[config.mk]
export PLATFORM = sky130hd
export DESIGN_NAME = slp_wake_ctrl
export DESIGN_NICKNAME = d
export VERILOG_FILES = /design/src/rtl/slp_wake_pkg.sv /design/src/rtl/slp_sync.sv /design/src/rtl/slp_wake_detect.sv /design/src/rtl/slp_pm_seq.sv /design/src/rtl/slp_wake_ctrl.sv
export SDC_FILE = /design/constraint.sdc
export NUM_CORES = 1
export LEC_CHECK = 0
export BUFFER_PORTS_ARGS = -buffer_cell sky130_fd_sc_hd__buf_2
export CAP_MARGIN = 20
export CORE_MARGIN = 5
export CORE_UTILIZATION = 30
export DETAILED_ROUTE_END_ITERATION = 6
export PLACE_DENSITY = 0.48
export RECOVER_POWER = 25
export SKIP_CTS_REPAIR_TIMING = 1
export SYNTH_ARGS = -nofsm -noshare
export SYNTH_HDL_FRONTEND = slang
export SYNTH_HIERARCHICAL = 1
export SYNTH_SLANG_ARGS = --single-unit
[constraint.sdc]
create_clock -name clk -period 2.3 [get_ports clk]
set_input_delay 0.345 -clock clk [delete_from_list [all_inputs] [get_ports clk]]
set_output_delay 0.345 -clock clk [all_outputs]
set_load 0.005 [all_outputs]
[src/rtl/slp_wake_pkg.sv]
package slp_wake_pkg;
  typedef enum logic [2:0] {
    CAUSE_NONE = 3'd0,
    CAUSE_EXT  = 3'd1,
    CAUSE_WDT  = 3'd2,
    CAUSE_PIN  = 3'd3,
    CAUSE_CMP  = 3'd4
  } wake_cause_e;

  typedef enum logic [1:0] {
    ST_RUN   = 2'd0,
    ST_SLEEP = 2'd1,
    ST_WAKE  = 2'd2
  } pm_state_e;

  typedef struct packed {
    logic ext;
    logic wdt;
    logic pin;
    logic cmp;
  } wake_hits_t;
endpackage

[src/rtl/slp_sync.sv]
module slp_sync #(
  parameter int             W       = 1,
  parameter int             STAGES  = 2,
  parameter logic [W-1:0]   RST_VAL = '0
) (
  input  logic         clk,
  input  logic         rst_n,
  input  logic [W-1:0] d,
  output logic [W-1:0] q
);
  logic [W-1:0] stg [STAGES];

  for (genvar g = 0; g < STAGES; g++) begin : g_stg
    if (g == 0) begin : g_first
      always_ff @(posedge clk or negedge rst_n) begin
        if (!rst_n) stg[g] <= RST_VAL;
        else        stg[g] <= d;
      end
    end else begin : g_next
      always_ff @(posedge clk or negedge rst_n) begin
        if (!rst_n) stg[g] <= RST_VAL;
        else        stg[g] <= stg[g-1];
      end
    end
  end

  assign q = stg[STAGES-1];
endmodule

[src/rtl/slp_wake_detect.sv]
module slp_wake_detect
  import slp_wake_pkg::*;
#(
  parameter int NPIN = 3
) (
  input  logic            in_sleep,
  input  logic            ext_en,
  input  logic            ext_n_s,
  input  logic            wdt_en,
  input  logic            wdt_to,
  input  logic            pin_en,
  input  logic [NPIN-1:0] pins_s,
  input  logic [NPIN-1:0] pin_ref,
  input  logic            cmp_en,
  input  logic            cmp_s,
  input  logic            cmp_ref,
  output wake_hits_t      hits,
  output wake_cause_e     cause,
  output logic            any
);
  always_comb begin
    hits.ext = in_sleep && ext_en && !ext_n_s;
    hits.wdt = in_sleep && wdt_en && wdt_to;
    hits.pin = in_sleep && pin_en && (pins_s != pin_ref);
    hits.cmp = in_sleep && cmp_en && (cmp_s != cmp_ref);
    any      = |hits;
    if (hits.ext)      cause = CAUSE_EXT;
    else if (hits.wdt) cause = CAUSE_WDT;
    else if (hits.pin) cause = CAUSE_PIN;
    else if (hits.cmp) cause = CAUSE_CMP;
    else               cause = CAUSE_NONE;
  end
endmodule

[src/rtl/slp_pm_seq.sv]
module slp_pm_seq
  import slp_wake_pkg::*;
#(
  parameter int RST_CYC = 4
) (
  input  logic        clk,
  input  logic        rst_n,
  input  logic        sleep_req,
  input  logic        flag_clr,
  input  wake_hits_t  hits,
  input  logic        any,
  input  wake_cause_e cause_in,
  output logic        in_run,
  output logic        in_sleep,
  output logic        osc_en,
  output logic        wdt_clr,
  output logic        wake_rst,
  output logic        to_flag,
  output logic        pd_flag,
  output logic        pin_flag,
  output logic        cmp_flag,
  output wake_cause_e cause_q
);
  localparam int CW = $clog2(RST_CYC + 1);

  pm_state_e        state;
  logic [CW-1:0]    cnt;

  assign in_run   = (state == ST_RUN);
  assign in_sleep = (state == ST_SLEEP);

  always_ff @(posedge clk or negedge rst_n) begin
    if (!rst_n) begin
      state    <= ST_RUN;
      cnt      <= '0;
      osc_en   <= 1'b1;
      wdt_clr  <= 1'b0;
      wake_rst <= 1'b0;
      to_flag  <= 1'b1;
      pd_flag  <= 1'b1;
      pin_flag <= 1'b0;
      cmp_flag <= 1'b0;
      cause_q  <= CAUSE_NONE;
    end else begin
      wdt_clr <= 1'b0;
      if (flag_clr) begin
        pin_flag <= 1'b0;
        cmp_flag <= 1'b0;
        cause_q  <= CAUSE_NONE;
      end
      unique case (state)
        ST_RUN: begin
          if (sleep_req) begin
            state   <= ST_SLEEP;
            osc_en  <= 1'b0;
            to_flag <= 1'b1;
            pd_flag <= 1'b0;
            wdt_clr <= 1'b1;
          end
        end
        ST_SLEEP: begin
          if (any) begin
            state    <= ST_WAKE;
            osc_en   <= 1'b1;
            wdt_clr  <= 1'b1;
            wake_rst <= 1'b1;
            cnt      <= '0;
            cause_q  <= cause_in;
            if (hits.pin) pin_flag <= 1'b1;
            if (hits.cmp) cmp_flag <= 1'b1;
            if (hits.wdt) to_flag  <= 1'b0;
          end
        end
        ST_WAKE: begin
          if (cnt == CW'(RST_CYC - 1)) begin
            wake_rst <= 1'b0;
            state    <= ST_RUN;
          end else begin
            cnt <= cnt + 1'b1;
          end
        end
        default: state <= ST_RUN;
      endcase
    end
  end

  AST_SLEEP_ENTRY: assert property (@(posedge clk) disable iff (!rst_n)
    (in_run && sleep_req) |=> (!osc_en && to_flag && !pd_flag && wdt_clr));
  AST_PD_NO_RISE: assert property (@(posedge clk) disable iff (!rst_n)
    !$rose(pd_flag));
  AST_TO_FALL_WDT: assert property (@(posedge clk) disable iff (!rst_n)
    $fell(to_flag) |-> $past(hits.wdt));
  AST_WAKE_CLR: assert property (@(posedge clk) disable iff (!rst_n)
    $rose(osc_en) |-> (wdt_clr && wake_rst));
  AST_RST_WITH_OSC: assert property (@(posedge clk) disable iff (!rst_n)
    wake_rst |-> osc_en);
  AST_EXT_FIRST: assert property (@(posedge clk) disable iff (!rst_n)
    (in_sleep && hits.ext) |=> (cause_q == CAUSE_EXT));
  AST_ASLEEP_OSC: assert property (@(posedge clk) disable iff (!rst_n)
    in_sleep |-> !osc_en);
endmodule

[src/rtl/slp_wake_ctrl.sv]
module slp_wake_ctrl
  import slp_wake_pkg::*;
#(
  parameter int NPIN     = 3,
  parameter int SYNC_STG = 2,
  parameter int RST_CYC  = 4
) (
  input  logic            clk,
  input  logic            rst_n,
  input  logic            sleep_req,
  input  logic            port_access,
  input  logic            flag_clr,
  input  logic            ext_rst_n,
  input  logic            ext_rst_en,
  input  logic            wdt_en,
  input  logic            wdt_timeout,
  input  logic            pin_wake_en,
  input  logic [NPIN-1:0] pins_in,
  input  logic            cmp_wake_en,
  input  logic            cmp_in,
  output logic            osc_en,
  output logic            wdt_clr,
  output logic            wake_rst,
  output logic            to_flag,
  output logic            pd_flag,
  output logic            pin_wake_flag,
  output logic            cmp_wake_flag,
  output logic [2:0]      wake_cause
);
  localparam int SW = NPIN + 2;
  localparam logic [SW-1:0] SYNC_RST = SW'(1) << (SW - 1);

  logic [SW-1:0]   sync_q;
  logic [NPIN-1:0] pins_s, pin_ref;
  logic            cmp_s, ext_n_s, cmp_ref;
  logic            in_run, in_sleep, any;
  wake_hits_t      hits;
  wake_cause_e     cause_c, cause_q;

  slp_sync #(.W(SW), .STAGES(SYNC_STG), .RST_VAL(SYNC_RST)) u_sync (
    .clk(clk), .rst_n(rst_n), .d({ext_rst_n, cmp_in, pins_in}), .q(sync_q)
  );
  assign pins_s  = sync_q[NPIN-1:0];
  assign cmp_s   = sync_q[NPIN];
  assign ext_n_s = sync_q[NPIN+1];

  always_ff @(posedge clk or negedge rst_n) begin
    if (!rst_n) begin
      pin_ref <= '0;
      cmp_ref <= 1'b0;
    end else begin
      if (in_run && port_access) pin_ref <= pins_s;
      if (in_run && sleep_req)   cmp_ref <= cmp_s;
    end
  end

  slp_wake_detect #(.NPIN(NPIN)) u_detect (
    .in_sleep(in_sleep), .ext_en(ext_rst_en), .ext_n_s(ext_n_s),
    .wdt_en(wdt_en), .wdt_to(wdt_timeout), .pin_en(pin_wake_en),
    .pins_s(pins_s), .pin_ref(pin_ref), .cmp_en(cmp_wake_en),
    .cmp_s(cmp_s), .cmp_ref(cmp_ref), .hits(hits), .cause(cause_c), .any(any)
  );

  slp_pm_seq #(.RST_CYC(RST_CYC)) u_seq (
    .clk(clk), .rst_n(rst_n), .sleep_req(sleep_req), .flag_clr(flag_clr),
    .hits(hits), .any(any), .cause_in(cause_c), .in_run(in_run),
    .in_sleep(in_sleep), .osc_en(osc_en), .wdt_clr(wdt_clr),
    .wake_rst(wake_rst), .to_flag(to_flag), .pd_flag(pd_flag),
    .pin_flag(pin_wake_flag), .cmp_flag(cmp_wake_flag), .cause_q(cause_q)
  );
  assign wake_cause = cause_q;

  AST_REF_FROZEN: assert property (@(posedge clk) disable iff (!rst_n)
    in_sleep |=> $stable(pin_ref));
  AST_CMP_REF_FROZEN: assert property (@(posedge clk) disable iff (!rst_n)
    (in_sleep && $past(in_sleep)) |-> $stable(cmp_ref));
endmodule

## After elaboration in Yosys (flattened, before gate mapping)

Cells that the tools add are included.
Widths: inputs -> output; s select.

| cells by class | value |
|---|---|
| add/sub/neg operators | 1 |
| reductions and logical operators | 21 |
| multiplexer cells | 34 |
| equal/unequal tests | 10 |

Operators with widths:

| cell | count |
|---|---|
| $mux 3 | 9 |
| $mux 1 | 16 |
| $reduce_and 3->1 | 4 |
| $logic_and 1x1->1 | 10 |
| $ne 2x2->1 const B | 4 |
| $pmux 1 s2 | 4 |
| $mux 2 | 3 |
| $pmux 2 s3 | 1 |
| $pmux 3 s2 | 1 |
| $reduce_and 4->1 | 1 |
| $reduce_bool 2->1 | 2 |
| $reduce_or 4->1 | 1 |
| $add 3x1->3 const B | 1 |
| $eq 3x2->1 const B | 1 |
| $ne 3x3->1 | 1 |
| $eq 2x1->1 const B | 1 |
| $eq 2x2->1 const B | 1 |
| $logic_not 2->1 | 1 |
| $ne 2x1->1 const B | 1 |
| $reduce_and 2->1 | 1 |
| $logic_not 1->1 | 1 |
| $ne 1x1->1 | 1 |

| storage, ports and cells | value |
|---|---|
| input port bits | 15 |
| output and inout bits | 10 |
| logic and storage cells | 80 |
| register bits | 29 |

## Longest topological paths before layout

| logic depth | value |
|---|---|
| word-level depth | 9 |
| gate-level depth with buffers | 8 |

## Modules after synthesis

The synthesis kept the hierarchy.

By module, submodules not included:

| module | cells an instance | times used | area each (µm²) | sequential area each (µm²) |
|---|---|---|---|---|
| slp_pm_seq | 68 | 1 | 724.4 | 379.1 |
| slp_sync | 15 | 1 | 290.3 | 252.7 |
| slp_wake_ctrl | 10 | 1 | 166.4 | 100.1 |
| slp_wake_detect | 17 | 1 | 116.4 | 0.0 |

## Worst setup path after synthesis

OpenSTA, ideal clock, no wires.

| timing path | value |
|---|---|
| path type | register to register |
| from | reg u_sync.stg (netlist bit u_sync/q[0]) |
| to | reg u_seq.cause_q[0] |
| setup time | 125 ps |
| slack | 437 ps |
| stages on the path, launching flop included | 8 |
| period minus slack after synthesis | 1,863 ps |
| data arrival time | 1,738 ps |
| cells stage by stage | dfrtp_1 -> buf_4 -> xor2_1 -> o311ai_2 -> nand4_1 -> nor2b_4 -> nand2_4 -> mux2_4 |

| between the ends | value |
|---|---|
| elaborated cells on any way between the ends | 8 |
| those cells by class | eq/ne (1); mux (5); reduce/logical (2) |

RTL lines:

| element | line | text |
|---|---|---|
| from (decl) | slp_sync.sv:11 | `logic [W-1:0] stg [STAGES];` |
| from (signal, indexed assignment) | slp_sync.sv:22 | `else stg[g] <= stg[g-1];` |
| $ne 3x3->1 | slp_wake_detect.sv:24 | `hits.pin = in_sleep && pin_en && (pins_s != pin_ref);` |
| $logic_and 1x1->1 | slp_wake_detect.sv:24 |  |
| $reduce_or 4->1 | slp_wake_detect.sv:26 | `any = \|hits;` |
| named net any | slp_wake_ctrl.sv:36 | `logic in_run, in_sleep, any;` |
| $mux 3 | slp_pm_seq.sv:62 | `if (any) begin` |
| $mux 3 | slp_pm_seq.sv:51 | `unique case (state)` |
| to (signal assigned) | slp_pm_seq.sv:68 | `cause_q <= cause_in;` |
| to (decl) | slp_pm_seq.sv:22 | `output wake_cause_e cause_q` |

The timed path passes the listed nets, and every way through them passes these cells.
A chain may end at the register's enable or synchronous reset.

## Worst setup path in the final report

| timing path | value |
|---|---|
| from | reg pin_ref[0] |
| to | reg u_seq.cause_q[1] |

| between the ends | value |
|---|---|
| elaborated cells on any way between the ends | 8 |
| those cells by class | eq/ne (1); mux (5); reduce/logical (2) |

RTL lines:

| element | line | text |
|---|---|---|
| from (decl) | slp_wake_ctrl.sv:34 | `logic [NPIN-1:0] pins_s, pin_ref;` |
| from (signal assigned) | slp_wake_ctrl.sv:52 | `if (in_run && port_access) pin_ref <= pins_s;` |
| $ne 3x3->1 | slp_wake_detect.sv:24 |  |
| $logic_and 1x1->1 | slp_wake_detect.sv:24 |  |
| $reduce_or 4->1 | slp_wake_detect.sv:26 |  |
| named net any | slp_wake_ctrl.sv:36 |  |
| $mux 3 | slp_pm_seq.sv:62 |  |
| $mux 3 | slp_pm_seq.sv:51 |  |

The timed path passes the listed nets, and every way through them passes these cells.

==> summary.md <==
The area of the core was 4264 sq um; the post-synth net total was 127. The TritonCTS buffer count was 5; the clock transition at the registers of the reported paths was 0.06 ns. For this run, the leading register cell type out of synthesis is sky130_fd_sc_hd__dfrtp_1. Entering global routing, the biggest net connects 30 pins.

During synthesis, Yosys emitted a total of 6 warnings. The analysis attributes to cell leakage a power of 0.7650 nW. Number of standard cells after synthesis: 110. The tightest hold path in the finished design has a slack of 0.1624 ns.

The placement-stage worst setup slack is 0.3767 ns, and the overall via count from detail_route is 820. The count of flip-flops with a built-in enable after synthesis was 0. The cell depth of the worst hold path was 1. The run gives 152 as the number of nets in the layout.

The clock drives 29 sinks. Worst reg2reg path endpoint: u_seq/cause_q[1]. Count of cells along the worst register-to-register path: 6. The total of max-cap violations was 1; the sequential fraction of the synthesis area was 56.41%. Port buffering added 24 buffers. Counting the fill cells in the layout gives 449.

With fillers left out, the area of the finished cells amounts to 1525 sq um. The number of antenna diodes in the final layout is 0. The number of endpoints with negative hold slack in the final report came out at 0.

Detailed placement finished with a half-perimeter wire length of 1.770 mm. The detailed router finished its first iteration with 42 violations. The minimum setup slack in the final design came out at 0.3878 ns. Of all nets on the critical path, the largest fanout is 7. The worst hold path begins at ext_rst_n. In this run the cell area of the synthesized design comes to 1297 sq um. The root buffer cell chosen for the clock tree is sky130_fd_sc_hd__clkbuf_8. Data on the critical path arrives at its endpoint at 2.08 ns. For the worst slew margin relative to its limit, the log shows -1.662%.

The floorplan has 24 rows. In this run the critical register-to-register path is launched from pin_ref[0]. The routed design has 2.341 mm of wire. Setup repair after global routing left no endpoint under its margin. STA classifies the critical path endpoint as a register. Transition time at the pin with the least slew margin: 1.525 ns.

The critical path goes through xor2_1 -> o311ai_2 -> nand4_1 -> nor2b_4 -> nand2_4 -> mux2_4. For this run, design rule violations remaining after detail routing come to 0. The tools report the timing-limited maximum frequency as 523.0 MHz.

The logs give 943 for the number of global-route vias before repair and 4 for the number of iterations in the first detailed-routing pass. The run gives 30.43% as the effective utilization at floorplan. The H-tree level count came out at 2. The die outline height was 75.77 microns.

The setup path with the least slack is of type reg2reg. For this run, the slowest stage of the critical path takes 0.39 ns. The largest individual stage delay along the critical path comes from the cell sky130_fd_sc_hd__dfrtp_1. The cell type group with the largest total delay on the critical path is simple AND/OR/NAND/NOR gates. The first global-routing pass estimated 4.140 mm of wire. The count of buffer and inverter cells on the critical path was 0; the proportion of netlist area held by the largest area contributor was 46.29%.

The die outline width works out to 75.77 microns. The flow ran to the end, but the final reports show violations. For the global-route congestion overflow total, the log shows 0. The synthesized design contains 29 register bits.

Sorting the synthesized cells by area gives the leading types as sky130_fd_sc_hd__dfrtp_1 (46%), sky130_fd_sc_hd__dfstp_2 (10%), sky130_fd_sc_hd__mux2_4 (6.9%), sky130_fd_sc_hd__buf_4 (3.5%), sky130_fd_sc_hd__inv_1 (2.9%). The die covers 5740 sq um. Per-instance average area after synthesis: 11.80 sq um.

Setup violations remaining at the end of the flow were counted as 0. The checks that failed: max-capacitance violations, max-slew violations. The insertion delay of the later-clocked pin in the worst-skew pair was 0.28 ns; the post-detailed-route wirelength per cell was 12.45 microns.

The number of different library cells in the post-synthesis netlist was 32. The weighted congestion at the end of routability-driven global placement is 0.6875, and the fraction of registers with async set or reset after synthesis is 100.0%. The clock period minus worst slack was 1.912 ns. Max-slew violation total from the final report: 30.

The power density over the cells works out to 1169 nW/um^2. For the worst setup path, the data required time is 2.46 ns. On the final layout, the worst clock skew is 0.006510 ns. TritonCTS built the clock tree.

The worst setup path is launched from a register. The internal reg-to-reg setup slack was 0.39 ns. The library cells used most frequently in the layout, excluding fill and tap cells, are sky130_fd_sc_hd__dfrtp_1 (24), sky130_fd_sc_hd__buf_2 (23), sky130_fd_sc_hd__inv_1 (10), sky130_fd_sc_hd__nor2_1 (8), sky130_fd_sc_hd__nand2_1 (7). In this run the count of I/O pins placed on the die edge is 25. The tools report the final setup TNS as 0 ns. The post-synthesis to final-layout area growth is 17.55%. The most common cell after layout, fill and taps aside was sky130_fd_sc_hd__dfrtp_1.

The maximum number of buffers from clock root to sink was 2. The class of the tightest hold or removal check is in2reg. The worst path uses 83.14% of the clock period. The overall fraction of global-route tracks in use was 10.09%; the post-route antenna net violation count was 0. The fraction of final layout cells sized beyond drive strength 1 works out to 36.03%. The cell area after placement is 1436 sq um. The cell type with the largest total area after synthesis is sky130_fd_sc_hd__dfrtp_1. The path with the worst hold slack has its endpoint at u_sync/stg[9]. The initial antenna violation count was 0; the via density per instance was 4.362.

IR analysis of the VDD net gives a maximum drop of 0.0003715 V.
==> routing by layer <==
layer	vias up	global-route usage (%)	share of wire, %
met1	386	10.61	41
met3	5	5.541	6.5
li1	412	-	-
met2	17	16.16	51
met4	0	5.243	1.6
met5	-	0	0
==> final cells by class <==
type / instances / area [sq um] / share of cell area [%]
Tap cell: 52 / 65.06 / 4.266
Sequential cell: 29 / 732.0 / 47.99
Clock buffer: 8 / 90.09 / 5.906
Timing Repair Buffer: 26 / 133.9 / 8.778
Multi-Input combinational cell: 62 / 462.9 / 30.35
Inverter: 11 / 41.29 / 2.707
==> synthesized netlist by cell type, types with 2 or more instances <==
cell	number
sky130_fd_sc_hd__buf_4	6
sky130_fd_sc_hd__dfrtp_1	24
sky130_fd_sc_hd__nor2b_1	4
sky130_fd_sc_hd__nor2_1	8
sky130_fd_sc_hd__o21ai_0	5
sky130_fd_sc_hd__mux2_4	6
sky130_fd_sc_hd__nand2_1	7
sky130_fd_sc_hd__xor2_1	4
sky130_fd_sc_hd__a221oi_1	3
sky130_fd_sc_hd__nand3_1	5
sky130_fd_sc_hd__a21oi_1	3
sky130_fd_sc_hd__inv_1	10
sky130_fd_sc_hd__dfstp_2	5
sky130_fd_sc_hd__ha_1	2
==> sequential cells by signal, summed over array words and instances (netlist names), 2 cells and up <==
| register | count |
|---|---|
| pin_ref | 3 |
| u_seq/cause_q | 3 |
| u_seq/cnt | 3 |
| u_seq/state | 2 |
| u_sync/q | 5 |
| u_sync/stg | 5 |
==> worst max path at each step <==
stage	end	slack, ns	startpoint	cells past startpoint
finish	u_seq/cause_q[1]	0.39	pin_ref[0]	6
global route	u_seq/cause_q[2]	0.24	pin_ref[0]	6
CTS	u_seq/cause_q[1]	0.37	pin_ref[0]	6
detailed placement	u_seq/cause_q[1]	0.38	pin_ref[0]	6
global placement	u_seq/cause_q[1]	0.44	pin_ref[0]	6
floorplan	u_seq/cause_q[0]	0.44	u_sync/q[0]	7
==> where the power goes <==
group          total [mW]  internal [mW]  switching (mW)  leakage (nW)
Clock               0.417          0.243           0.174        0.0455
Combinational       0.639          0.299           0.340         0.369
Sequential          0.726          0.650          0.0758         0.351
Total                1.78           1.19           0.590         0.765
==> cells by family (layout without fill, tap and decap cells) <==
| group | Yosys count | in the layout | share of synthesized area, % |
|---|---|---|---|
| simple gates | 31 | 31 | 12.54 |
| flops | 29 | 29 | 56.41 |
| mux | 8 | 8 | 8.583 |
| fa+ha+maj | 2 | 2 | 1.928 |
| buf+inv | 19 | 45 | 7.907 |
| compound gates | 17 | 17 | 9.933 |
| xor+xnor | 4 | 4 | 2.700 |
==> through the flow <==
stage | instances | total power, mW | util, %
2_1_floorplan | 110 | 1.223 | -
5_1_grt | 188 | 1.930 | 35.77
6_report | 188 | 1.782 | 35.77
3_3_place_gp | 180 | 1.365 | 33.69
3_5_place_dp | 180 | 1.389 | 33.69
4_1_cts | 188 | 1.824 | 35.80
(Power assumes the default switching activity.)
